[config.mk]
export PLATFORM = sky130hd
export DESIGN_NAME = chg_safety_timer
export DESIGN_NICKNAME = d
export VERILOG_FILES = /design/src/rtl/chg_tmr_pkg.sv /design/src/rtl/chg_tmr_accum.sv /design/src/rtl/chg_tmr_count.sv /design/src/rtl/chg_tmr_expiry.sv /design/src/rtl/chg_safety_timer.sv
export SDC_FILE = /design/constraint.sdc
export NUM_CORES = 1
export LEC_CHECK = 0
export BUFFER_PORTS_ARGS = -buffer_cell sky130_fd_sc_hd__buf_2
export CORE_MARGIN = 8
export CORE_UTILIZATION = 40
export CTS_BUF_LIST = sky130_fd_sc_hd__clkbuf_8
export DETAILED_ROUTE_END_ITERATION = 6
export SLEW_MARGIN = 10
export SYNTH_ARGS = -nofsm -noshare
export SYNTH_HDL_FRONTEND = slang
export SYNTH_HIERARCHICAL = 1
export SYNTH_SLANG_ARGS = --single-unit
[constraint.sdc]
create_clock -name clk -period 9.5 [get_ports clk]
set_input_delay 2.85 -clock clk [delete_from_list [all_inputs] [get_ports clk]]
set_output_delay 2.85 -clock clk [all_outputs]
set_load 0.01 [all_outputs]
[src/rtl/chg_tmr_pkg.sv]
package chg_tmr_pkg;
  typedef enum logic {
    TMR_COUNTING = 1'b0,
    TMR_EXPIRED  = 1'b1
  } tmr_state_e;
endpackage

[src/rtl/chg_tmr_accum.sv]
module chg_tmr_accum #(
  parameter int CUR_W = 10
) (
  input  logic             clk,
  input  logic             rst_n,
  input  logic             clr,
  input  logic             adv,
  input  logic [CUR_W-1:0] meas,
  input  logic [CUR_W-1:0] prog,
  output logic             step
);
  localparam int ACC_W = CUR_W + 1;

  // Current above the programmed code counts as the programmed code.
  function automatic logic [ACC_W-1:0] clamp_rate(input logic [CUR_W-1:0] m,
                                                  input logic [CUR_W-1:0] p);
    return (m > p) ? ACC_W'(p) : ACC_W'(m);
  endfunction

  logic [ACC_W-1:0] acc_q, sum, acc_d;
  logic             full;

  always_comb begin
    sum  = acc_q + clamp_rate(meas, prog);
    full = (sum >= ACC_W'(prog));
    step = adv && full;
    acc_d = acc_q;
    if (clr)       acc_d = '0;
    else if (step) acc_d = sum - ACC_W'(prog);
    else if (adv)  acc_d = sum;
  end

  always_ff @(posedge clk or negedge rst_n) begin
    if (!rst_n) acc_q <= '0;
    else        acc_q <= acc_d;
  end

  // without an advance the accumulator holds
  a_r4_acc_hold: assert property (@(posedge clk) disable iff (!rst_n)
    (!adv && !clr) |=> $stable(acc_q));
  // clear empties the accumulator
  a_r3_acc_clear: assert property (@(posedge clk) disable iff (!rst_n)
    clr |=> (acc_q == '0));
endmodule

[src/rtl/chg_tmr_count.sv]
module chg_tmr_count #(
  parameter int LIMIT = 1 << 28,
  parameter int CNT_W = $clog2(LIMIT + 1)
) (
  input  logic             clk,
  input  logic             rst_n,
  input  logic             clr,
  input  logic             step,
  output logic             hit,
  output logic [CNT_W-1:0] count
);
  logic [CNT_W-1:0] count_q;

  assign hit   = step && (count_q == CNT_W'(LIMIT - 1));
  assign count = count_q;

  always_ff @(posedge clk or negedge rst_n) begin
    if (!rst_n)    count_q <= '0;
    else if (clr)  count_q <= '0;
    else if (step) count_q <= count_q + 1'b1;
  end

  // at most one step per clock
  a_r5_one_step: assert property (@(posedge clk) disable iff (!rst_n)
    !$past(clr) |-> ((count_q == $past(count_q)) || (count_q == $past(count_q) + 1'b1)));
  // clear zeroes the count
  a_r3_count_clear: assert property (@(posedge clk) disable iff (!rst_n)
    clr |=> (count_q == '0));
  // count never passes the limit
  a_r6_no_overrun: assert property (@(posedge clk) disable iff (!rst_n)
    count_q <= CNT_W'(LIMIT));
endmodule

[src/rtl/chg_tmr_expiry.sv]
module chg_tmr_expiry
  import chg_tmr_pkg::*;
(
  input  logic clk,
  input  logic rst_n,
  input  logic clr,
  input  logic hit,
  output logic expired,
  output logic pulse
);
  tmr_state_e st_q;
  logic       pulse_q;

  always_ff @(posedge clk or negedge rst_n) begin
    if (!rst_n) begin
      st_q    <= TMR_COUNTING;
      pulse_q <= 1'b0;
    end else if (clr) begin
      st_q    <= TMR_COUNTING;
      pulse_q <= 1'b0;
    end else if (hit && st_q == TMR_COUNTING) begin
      st_q    <= TMR_EXPIRED;
      pulse_q <= 1'b1;
    end else begin
      pulse_q <= 1'b0;
    end
  end

  assign expired = (st_q == TMR_EXPIRED);
  assign pulse   = pulse_q;

  // pulse lasts one cycle
  a_r6_single_pulse: assert property (@(posedge clk) disable iff (!rst_n)
    pulse_q |=> !pulse_q);
  // no second pulse while expired
  a_r6_no_repeat: assert property (@(posedge clk) disable iff (!rst_n)
    (expired && !clr) |=> !pulse_q);
endmodule

[src/rtl/chg_safety_timer.sv]
module chg_safety_timer #(
  parameter int CUR_W = 10,
  parameter int LIMIT = 1 << 28,
  localparam int CNT_W = $clog2(LIMIT + 1)
) (
  input  logic             clk,
  input  logic             rst_n,
  input  logic             tick_i,
  input  logic             run_i,
  input  logic             clr_i,
  input  logic [CUR_W-1:0] meas_i,
  input  logic [CUR_W-1:0] prog_i,
  output logic             timeout_o,
  output logic [CNT_W-1:0] elapsed_o
);
  logic adv, step, hit, expired;

  assign adv = tick_i && run_i && !clr_i && !expired;

  chg_tmr_accum #(.CUR_W(CUR_W)) u_accum (
    .clk(clk), .rst_n(rst_n), .clr(clr_i), .adv(adv),
    .meas(meas_i), .prog(prog_i), .step(step)
  );

  chg_tmr_count #(.LIMIT(LIMIT), .CNT_W(CNT_W)) u_count (
    .clk(clk), .rst_n(rst_n), .clr(clr_i), .step(step),
    .hit(hit), .count(elapsed_o)
  );

  chg_tmr_expiry u_expiry (
    .clk(clk), .rst_n(rst_n), .clr(clr_i), .hit(hit),
    .expired(expired), .pulse(timeout_o)
  );

  // idle cycles hold the count
  a_r4_hold: assert property (@(posedge clk) disable iff (!rst_n)
    (!(tick_i && run_i) && !clr_i) |=> $stable(elapsed_o));
  // pulse coincides with the limit
  a_r6_pulse_at_limit: assert property (@(posedge clk) disable iff (!rst_n)
    timeout_o |-> (elapsed_o == CNT_W'(LIMIT)));
  // a full-rate tick always steps before expiry
  a_r1_full_rate: assert property (@(posedge clk) disable iff (!rst_n)
    (tick_i && run_i && !clr_i && !expired && meas_i >= prog_i)
      |=> (elapsed_o == $past(elapsed_o) + 1'b1));
endmodule

==> flow_metrics.tcl, run 1 <==
set metrics [dict create \
    irDropWorstVdd_mv 0.0628 \
    setup_viol 0 \
    fin_area_um2 3970 \
    firstDrtPassIters 4 \
    period_needed_ps 8560 \
    synthesis.nets 472 \
    first_global_vias 3023 \
    max-cap-violations 0 \
    antenna_found_initial 0 \
    path_clk_slew_ps 80 \
    synth_edf_count 0 \
    grt_usage 0.145 \
    cts_tree "yes" \
    top_layer "met4" \
    rows 34 \
    cpPeakStageDelay_ps 490 \
    syn_area_per_cell_um2 8.56 \
    rsz0062_at_grt "no" \
    viasPerCell 5.59 \
    grt_max_degree 51 \
    route.detailed.drc 0 \
    synthCells 413 \
    tightest_slew_ps 961 \
    placed_area_um2 3890 \
    grt_pass1_wl_um 14400 \
    die_w_um 110 \
    p_per_area_nw_per_um2 132 \
    initial_core_util 0.410 \
    slew_violations 0 \
    min_period_over_period 0.901 \
    worst_slack_ps 942 \
    min_path_type "flop to flop" \
    syn_area_um2 3540 \
    drtAntennaViolNets 0 \
    cp_num_buf_inv 4 \
    h-tree-depth 2 \
    max_freq_mhz 117 \
    critical_path_arrival_ps 8770 \
    wl_per_cell_um 15.3 \
    post_cts_resized 0 \
    holdBufCountCts 0 \
    cts.sinks 42 \
    postSynth.asyncResetShare 1.00 \
    fin_setup_tns_ps 0 \
    core_um2 8640 \
    finalHoldViolCount 0 \
    wirelength_met1_um 4240 \
    area_growth_pct 12.1 \
    yosysSeqAreaShare 0.297 \
    final_common_cell "buf_2" \
    status "complete, no violations" \
    relSlewSlack 0.359 \
    slowest_stage "or4_1" \
    path_max_fanout 13 \
    synth-main-ff-cell "dfrtp_1" \
    grt_overflow_total 0 \
    antenna_cells 0 \
    cp_data_required_time_ps 9710 \
    ys_types 60 \
    end_kind "flop" \
    wirelength_um 8720 \
    ctsLongestPathBuffers 2 \
    die_h_um 110 \
    cts_root_buf "clkbuf_8" \
    met2_length_um 4010 \
    drt_iter0_drc 166 \
    finClkSkew_ps 5.82 \
    final_cell_mix "54 x buf_2, 42 x dfrtp_1, 40 x nor2_1" \
    path_class "input pin to flop" \
    cpMostUsedCell "ha_1" \
    ys_seq_elements 42 \
    clkLatencyLatePin_ps 290 \
    vias 3187 \
    drive_above_1_share 0.177 \
    synth_warnings 6 \
    r2r_slack_ps 4670 \
    dr_wl_met3_um 426 \
    io_buffers 54 \
    pre_cts_slack_ps 683 \
    hpwl_um 6700 \
    gp_congestion 0.899 \
    start_kind "input pin" \
    pin_count 55 \
    critical_path.top_delay_family "simple AND/OR/NAND/NOR gates" \
    post_cts.repair.setup_buffers 0 \
    layout.nets 521 \
    die_area_um2 12100 \
    leakage_nw 1.83 \
    numCtsBuffers 5 \
]
-- per-layer routing --
layer  vias to the layer above  track usage
li1                       1618            -
met1                      1501        0.203
met2                        62        0.225
met3                         6       0.0308
met4                         0       0.0328
met5                         -            0
-- cells by family after synthesis --
kind of cell | count (synthesis) | share of synthesized area
simple gates | 166 | 0.260
buf+inv | 38 | 0.0478
mux | 8 | 0.0237
flops | 42 | 0.297
fa+ha+maj | 34 | 0.125
xor+xnor | 25 | 0.0619
compound gates | 100 | 0.185
-- cells in the mapped netlist, types with 4 or more instances --
cell type  instances  area, µm²
a211oi_1           9       67.6
a21o_1             4       30.0
a21oi_1           33        165
clkbuf_1           9       33.8
dfrtp_1           42       1050
ha_1              32        400
inv_1             21       78.8
mux2i_1            5       50.1
nand2_1           29        109
nand2b_1           4       25.0
nand3_1           19       95.1
nand4_1            9       56.3
nor2_1            40        150
nor2b_1           11       68.8
nor3_1            10       50.1
nor4_1             7       43.8
o21ai_0           20        100
o31ai_1           10       75.1
or3_1              6       37.5
or4_1             11       82.6
xnor2_1           20        175
xor2_1             5       43.8
-- state kept, by name (all words and copies together), names as in the netlist --
register          cells
u_accum/acc_q        11
u_count/count        29
u_expiry/expired      1
u_expiry/pulse        1
-- worst register-to-register path, cell delays in order, from the launching register on --
cell and delay [ps]:
dfrtp_1 400, ha_1 240, fa_1 440, a21oi_2 200, o211ai_2 140, nor3_1 150
o31a_1 160, xnor2_1 110, ha_1 390, nand2_1 110, nor4_1 330, nor4_1 110
nand3_1 130, nor3_2 50, and2b_1 190, buf_4 190, o2111ai_1 120, buf_4 200
or4_1 450, or4_1 490, a21oi_1 170
-- cell type report --
class	count	area, µm²
clock buffers	5	68.8
clock inverters	2	7.51
fillers	869	4670
inverters	21	78.8
multi-input cells	333	2320
flip-flops and latches	42	1050
well taps	108	135
repair buffers	59	308
-- where the power goes --
part | internal [mW] | leakage (nW) | switching (mW) | total, mW
logic | 0.0968 | 1.20 | 0.135 | 0.232
registers | 0.182 | 0.583 | 0.00310 | 0.185
clock network | 0.0486 | 0.0466 | 0.0590 | 0.108
-- worst paths after layout --
kind,from,endpoint,depth (start not counted)
worst max register to register,u_accum/acc_q[0],u_count/count[22],20
worst min register to register,u_expiry/expired,u_expiry/pulse,1
min in group asynchronous,rst_n,u_count/count[15],1
max in group asynchronous,rst_n,u_count/count[26],1
worst min-delay path,u_expiry/expired,u_expiry/pulse,1
worst max-delay path,prog_i[3],u_count/count[22],29
-- through the flow --
step / utilization / power (mW) / std cells / hold WS [ps]
finish: 0.459 / 0.525 / 570 / 517
global route: 0.459 / 0.566 / 570 / 538
CTS: 0.459 / 0.528 / 570 / 532
detailed placement: 0.450 / 0.418 / 563 / 516
global placement: 0.450 / 0.417 / 563 / 514
floorplan: - / 0.373 / 413 / 434
Note: power is estimated with default switching activity, not from simulation.
==> inputs of run 2 (changes only) <==
- CORE_UTILIZATION: 40 -> 50
- PLACE_DENSITY: unset -> 0.72
==> run 2 against run 1 <==
  * Sequential power barely moved
  * Die area fell by 17%
  * Register-to-register slack improved by 20 ps
  * Clock power rose by 8%
  * Sequential share of layout area did not move
  * Critical path depth did not move
  * Power rose by 1.9%
  * Critical path type unchanged
  * Largest cell class unchanged
==> flow_metrics.tcl, run 2 (synthesis gave the netlist of run 1 again) <==
set metrics [dict create \
    status "complete, no violations" \
    area_growth_pct 12.1 \
    min_period_over_period 0.904 \
    grt_usage 0.167 \
    die_w_um 100 \
    final_common_cell "buf_2" \
    gp_congestion 0.885 \
    vias 3148 \
    cts_root_buf "clkbuf_8" \
    p_comb_frac 0.434 \
    grt_max_degree 51 \
    initial_core_util 0.518 \
    cts.sinks 42 \
    reg2reg_depth 20 \
    intPower_mw 0.337 \
    rsz0062_at_grt "no" \
    grt_overflow_total 0 \
    hold-path-endpoint "u_expiry/pulse" \
    hpwl_um 6420 \
    wirelength_um 8300 \
    cp_data_required_time_ps 9710 \
    h-tree-depth 2 \
    switching_share 0.370 \
    clkLatencyLatePin_ps 290 \
    relSlewSlack 0.382 \
    path_max_fanout 13 \
    leakage_nw 1.83 \
    finalHoldViolCount 0 \
    critical_path_arrival_ps 8800 \
    fin_setup_tns_ps 0 \
    grt_pass1_wl_um 13900 \
    cp_num_buf_inv 4 \
    reg2reg_to "u_count/count[22]" \
    drtAntennaViolNets 0 \
    final_cell_mix "54 x buf_2, 42 x dfrtp_1, 40 x nor2_1" \
    end_kind "flop" \
    ctsLongestPathBuffers 2 \
    hold_depth 1 \
    die_area_um2 10000 \
    period_needed_ps 8590 \
    r2r-start "u_accum/acc_q[0]" \
    numCtsBuffers 5 \
    drt_iter0_drc 161 \
    critical_path.top_delay_family "simple AND/OR/NAND/NOR gates" \
    min_path_type "flop to flop" \
    setup_viol 0 \
    finClkSkew_ps 6.52 \
    largest_reg_flops 29 \
    firstDrtPassIters 4 \
    cpPeakStageDelay_ps 490 \
    die_h_um 100 \
    p_per_area_nw_per_um2 135 \
    slew_violations 0 \
    irDropWorstVdd_mv 0.0987 \
    antenna_found_initial 0 \
    worstHoldStart "u_expiry/expired" \
    path_class "input pin to flop" \
    start_kind "input pin" \
    holdBufCountCts 0 \
    cts_tree "yes" \
    power_frac_clock 0.220 \
    first_global_vias 2983 \
    p_sw_mw 0.198 \
    post_cts_resized 0 \
    worst_slack_ps 914 \
    post_cts.repair.setup_buffers 0 \
    viasPerCell 5.63 \
    core_um2 6830 \
    route.detailed.drc 0 \
    tightest_slew_ps 927 \
    pre_cts_slack_ps 627 \
    wl_per_cell_um 14.9 \
    max-cap-violations 0 \
    pin_count 55 \
    rows 30 \
    antenna_cells 0 \
    slowest_stage "or4_1" \
    drive_above_1_share 0.181 \
    whs_ps 492 \
    io_buffers 54 \
    max_freq_mhz 116 \
    layout.nets 521 \
    seq_power_share 0.347 \
    path_clk_slew_ps 80 \
    r2r_slack_ps 4690 \
    utilization 0.581 \
    cpMostUsedCell "ha_1" \
]
-- run 2: final cells by class --
type,instances,area [µm²]
inverter,21,78.8
clock buffer,6,82.6
multi-input combinational,333,2320
fill,638,2870
clock inverter,2,8.76
sequential,42,1050
tap,96,120
timing repair buffer,59,308
-- run 2: layer usage --
metal  GRT usage  routed length, µm  vias up
met4      0.0337                 44        0
li1            -                  -     1622
met1       0.229               4120     1476
met3      0.0298                334        4
met5           0                  0        -
met2       0.268               3800       46
-- run 2: worst reg2reg max path: stages, from the launching register on --
cell       delay (ps)
dfrtp_1           390
ha_1              230
fa_1              420
a21oi_2           200
o211ai_2          140
nor3_1            160
o31a_1            170
xnor2_1            80
ha_1              370
nand2_1           120
nor4_1            350
nor4_1            110
nand3_1           120
nor3_2             50
and2b_1           190
buf_4             180
o2111ai_1         120
buf_4             200
or4_1             470
or4_1             490
a21oi_1           170
-- run 2: power by group through the flow --
stage	Combinational [mW]	Sequential [mW]	Clock [mW]
after floorplan	0.185	0.188	0
after global placement	0.225	0.189	0
after detailed placement	0.229	0.189	0
after CTS	0.230	0.185	0.122
after global routing	0.258	0.186	0.129
final	0.232	0.185	0.117
-- run 2: worst max-delay path by stage --
stage	from	cells past startpoint	endpoint	slack (ps)
3_5_place_dp	prog_i[7]	29	u_count/count[22]	630
6_report	prog_i[3]	29	u_count/count[22]	910
2_1_floorplan	prog_i[3]	27	u_count/count[22]	1240
4_1_cts	prog_i[7]	29	u_count/count[22]	930
3_3_place_gp	prog_i[7]	29	u_count/count[22]	840
5_1_grt	prog_i[7]	30	u_count/count[22]	430
-- run 2: stage by stage --
stage / total power, mW / instance area, µm² / cells
5_1_grt: 0.574 / 3970 / 559
6_report: 0.535 / 3970 / 559
2_1_floorplan: 0.373 / 3540 / 413
3_5_place_dp: 0.417 / 3870 / 551
4_1_cts: 0.538 / 3970 / 559
3_3_place_gp: 0.414 / 3870 / 551
==> inputs of run 3 (changes only) <==
--- a/config.mk
+++ b/config.mk
@@ -7,2 +7,3 @@
 export LEC_CHECK = 0
+export ABC_AREA = 1
 export BUFFER_PORTS_ARGS = -buffer_cell sky130_fd_sc_hd__buf_2
@@ -12,3 +13,3 @@
 export DETAILED_ROUTE_END_ITERATION = 6
-export PLACE_DENSITY = 0.72
+export PLACE_DENSITY = 0.71
 export SLEW_MARGIN = 10
--- a/constraint.sdc
+++ b/constraint.sdc
@@ -3,2 +3,2 @@
 set_output_delay 2.85 -clock clk [all_outputs]
-set_load 0.01 [all_outputs]
+set_load 0.05 [all_outputs]
==> run 3 against run 2 <==
  * Combinational power grew to 3.0 times the previous value
  * Final cell count is 32% higher
  * First-iteration DRC count is 40% higher
  * Critical endpoint is now u_count/count[23]
  * Highest routed layer unchanged
  * Clock skew is 3.8 ps higher
==> flow_metrics.tcl, run 3 <==
set metrics [dict create \
    gp_congestion 0.994 \
    intPower_mw 0.511 \
    largest_reg_flops 29 \
    area_growth_pct 10.8 \
    p_comb_frac 0.680 \
    synth_edf_count 0 \
    synth_top_area_frac 0.272 \
    drt_iter0_drc 225 \
    ys_seq_elements 42 \
    clkLatencyLatePin_ps 300 \
    route.detailed.drc 0 \
    p_per_area_nw_per_um2 243 \
    synth_warnings 6 \
    syn_area_um2 3860 \
    finClkSkew_ps 10.3 \
    synth_area_leaders "dfrtp_1 27%, nand2_1 17%, ha_1 10%" \
    cpMostUsedCell "nand2_1" \
    critical_path_arrival_ps 8240 \
    max_freq_mhz 125 \
    antenna_found_initial 0 \
    die_h_um 104 \
    antenna_cells 0 \
    pre_cts_slack_ps 1270 \
    die_w_um 104 \
    dp.cells 731 \
    end_kind "flop" \
    max-cap-violations 0 \
    synth-main-ff-cell "dfrtp_1" \
    holdBufCountCts 0 \
    synth_commonest_cells "172 x nand2_1, 76 x nor2_1, 74 x inv_1" \
    p_sw_mw 0.527 \
    viasPerCell 5.18 \
    start_kind "input pin" \
    postSynth.asyncResetShare 1.00 \
    post_cts_resized 0 \
    finalHoldViolCount 0 \
    final_cells 739 \
    final_cell_mix "172 x nand2_1, 76 x nor2_1, 75 x inv_1" \
    vias 3829 \
    rsz0062_at_grt "no" \
    grt_usage 0.191 \
    synthXorXnorAreaFrac 0.0318 \
    min_path_type "flop to flop" \
    hpwl_um 8560 \
    leakage_nw 2.27 \
    core_um2 7610 \
    grt_overflow_total 0 \
    cpPeakStageDelay_ps 450 \
    wl_per_cell_um 14.1 \
    synthesis.nets 642 \
    slowest_stage "fa_1" \
    worst_slack_ps 1480 \
    first_global_vias 3648 \
    cp_data_required_time_ps 9720 \
    synth_mux_area_frac 0 \
    path_clk_slew_ps 80 \
    wirelength_um 10400 \
    relSlewSlack 0.368 \
    switching_share 0.508 \
    status "complete, no violations" \
    grt_max_degree 43 \
    min_period_over_period 0.844 \
    post_cts.repair.setup_buffers 0 \
    yosys.area_share.simple 0.394 \
    initial_core_util 0.507 \
    rows 32 \
    ys_types 38 \
    synth_most_common_cell "nand2_1" \
    path_max_fanout 19 \
    fin_area_um2 4270 \
    slew_violations 0 \
    period_needed_ps 8020 \
    yosys.area.top_type "dfrtp_1" \
    io_buffers 54 \
    drtAntennaViolNets 0 \
    path_class "input pin to flop" \
    final_common_cell "nand2_1" \
    irDropWorstVdd_mv 0.191 \
    tightest_slew_ps 948 \
    synth-compound-area-share 0.0970 \
    setup_viol 0 \
    layout.nets 695 \
    h-tree-depth 2 \
    ctsLongestPathBuffers 2 \
    synthCells 583 \
    seq_power_share 0.209 \
    synthAdderAreaFrac 0.114 \
    yosysSeqAreaShare 0.272 \
    power_frac_clock 0.111 \
    die_area_um2 10800 \
    cts_root_buf "clkbuf_8" \
    cts_tree "yes" \
    fin_setup_tns_ps 0 \
    syn_area_per_cell_um2 6.62 \
    synth_top_family_by_area "simple AND/OR/NAND/NOR gates" \
    grt_pass1_wl_um 17300 \
    numCtsBuffers 5 \
    drive_above_1_share 0.157 \
    pin_count 55 \
    utilization 0.562 \
    firstDrtPassIters 5 \
    placed_area_um2 4190 \
    cts.sinks 42 \
]
-- run 3: changes by cell type in the layout (fill, tap and decap cells not counted), moves of 13 or more --
cell,change
nand2_2,+18
inv_1,+53
xnor2_1,-13
nand3_1,+28
nor2_1,+36
nand2_1,+143
-- run 3: per-stage QoR --
stage / total power [mW] / hold WS, ps
global placement: 0.917 / 481
finish: 1.04 / 493
global route: 1.14 / 509
floorplan: 0.788 / 455
detailed placement: 0.918 / 477
CTS: 1.04 / 499
-- run 3: cell families after synthesis --
group	after synthesis
flip-flops	42
adder cells (fa/ha/maj)	34
AO/OA/AOI/OAI	67
XOR/XNOR	14
buffers and inverters	83
AND/OR/NAND/NOR	343
-- run 3: worst paths after layout --
path / start / end / slack [ps] / cells after the start
min reg2reg: u_accum/acc_q[5] / u_accum/acc_q[5] / 490 / 2
min in group asynchronous: rst_n / u_count/count[13] / 2700 / 1
min: u_accum/acc_q[5] / u_accum/acc_q[5] / 490 / 2
max: prog_i[9] / u_count/count[23] / 1480 / 35
max in group asynchronous: rst_n / u_count/count[11] / 6210 / 1
max reg2reg: u_accum/acc_q[0] / u_count/count[23] / 5170 / 23
-- run 3: critical path, delay by kind of cell --
family / cells / cell delay (ps)
AO/OA/AOI/OAI: 4 / 630
AND/OR/NAND/NOR: 21 / 2520
buffers and inverters: 5 / 550
adder cells (fa/ha/maj): 4 / 1370
XOR/XNOR: 1 / 290
-- run 3: power by group through the flow --
| stage | logic (mW) | registers, mW | clock network (mW) |
|---|---|---|---|
| 3_3_place_gp | 0.697 | 0.220 | 0 |
| 4_1_cts | 0.702 | 0.217 | 0.121 |
| 3_5_place_dp | 0.698 | 0.220 | 0 |
| 2_1_floorplan | 0.569 | 0.219 | 0 |
| 6_report | 0.706 | 0.217 | 0.115 |
| 5_1_grt | 0.798 | 0.220 | 0.125 |
-- run 3: final cells by class --
| type | count | area [µm²] |
|---|---|---|
| inverters | 75 | 282 |
| fillers | 794 | 3330 |
| clock inverters | 3 | 17.5 |
| clock buffers | 5 | 68.8 |
| repair buffers | 54 | 270 |
| flip-flops and latches | 42 | 1050 |
| multi-input cells | 458 | 2460 |
| well taps | 102 | 128 |
-- run 3: routing by layer --
metal / global-route usage / vias to the layer above / share of wire
li1: - / 1960 / -
met1: 0.251 / 1749 / 0.46
met2: 0.313 / 108 / 0.47
met3: 0.0291 / 12 / 0.048
met4: 0.0641 / 0 / 0.018
met5: 0 / - / 0
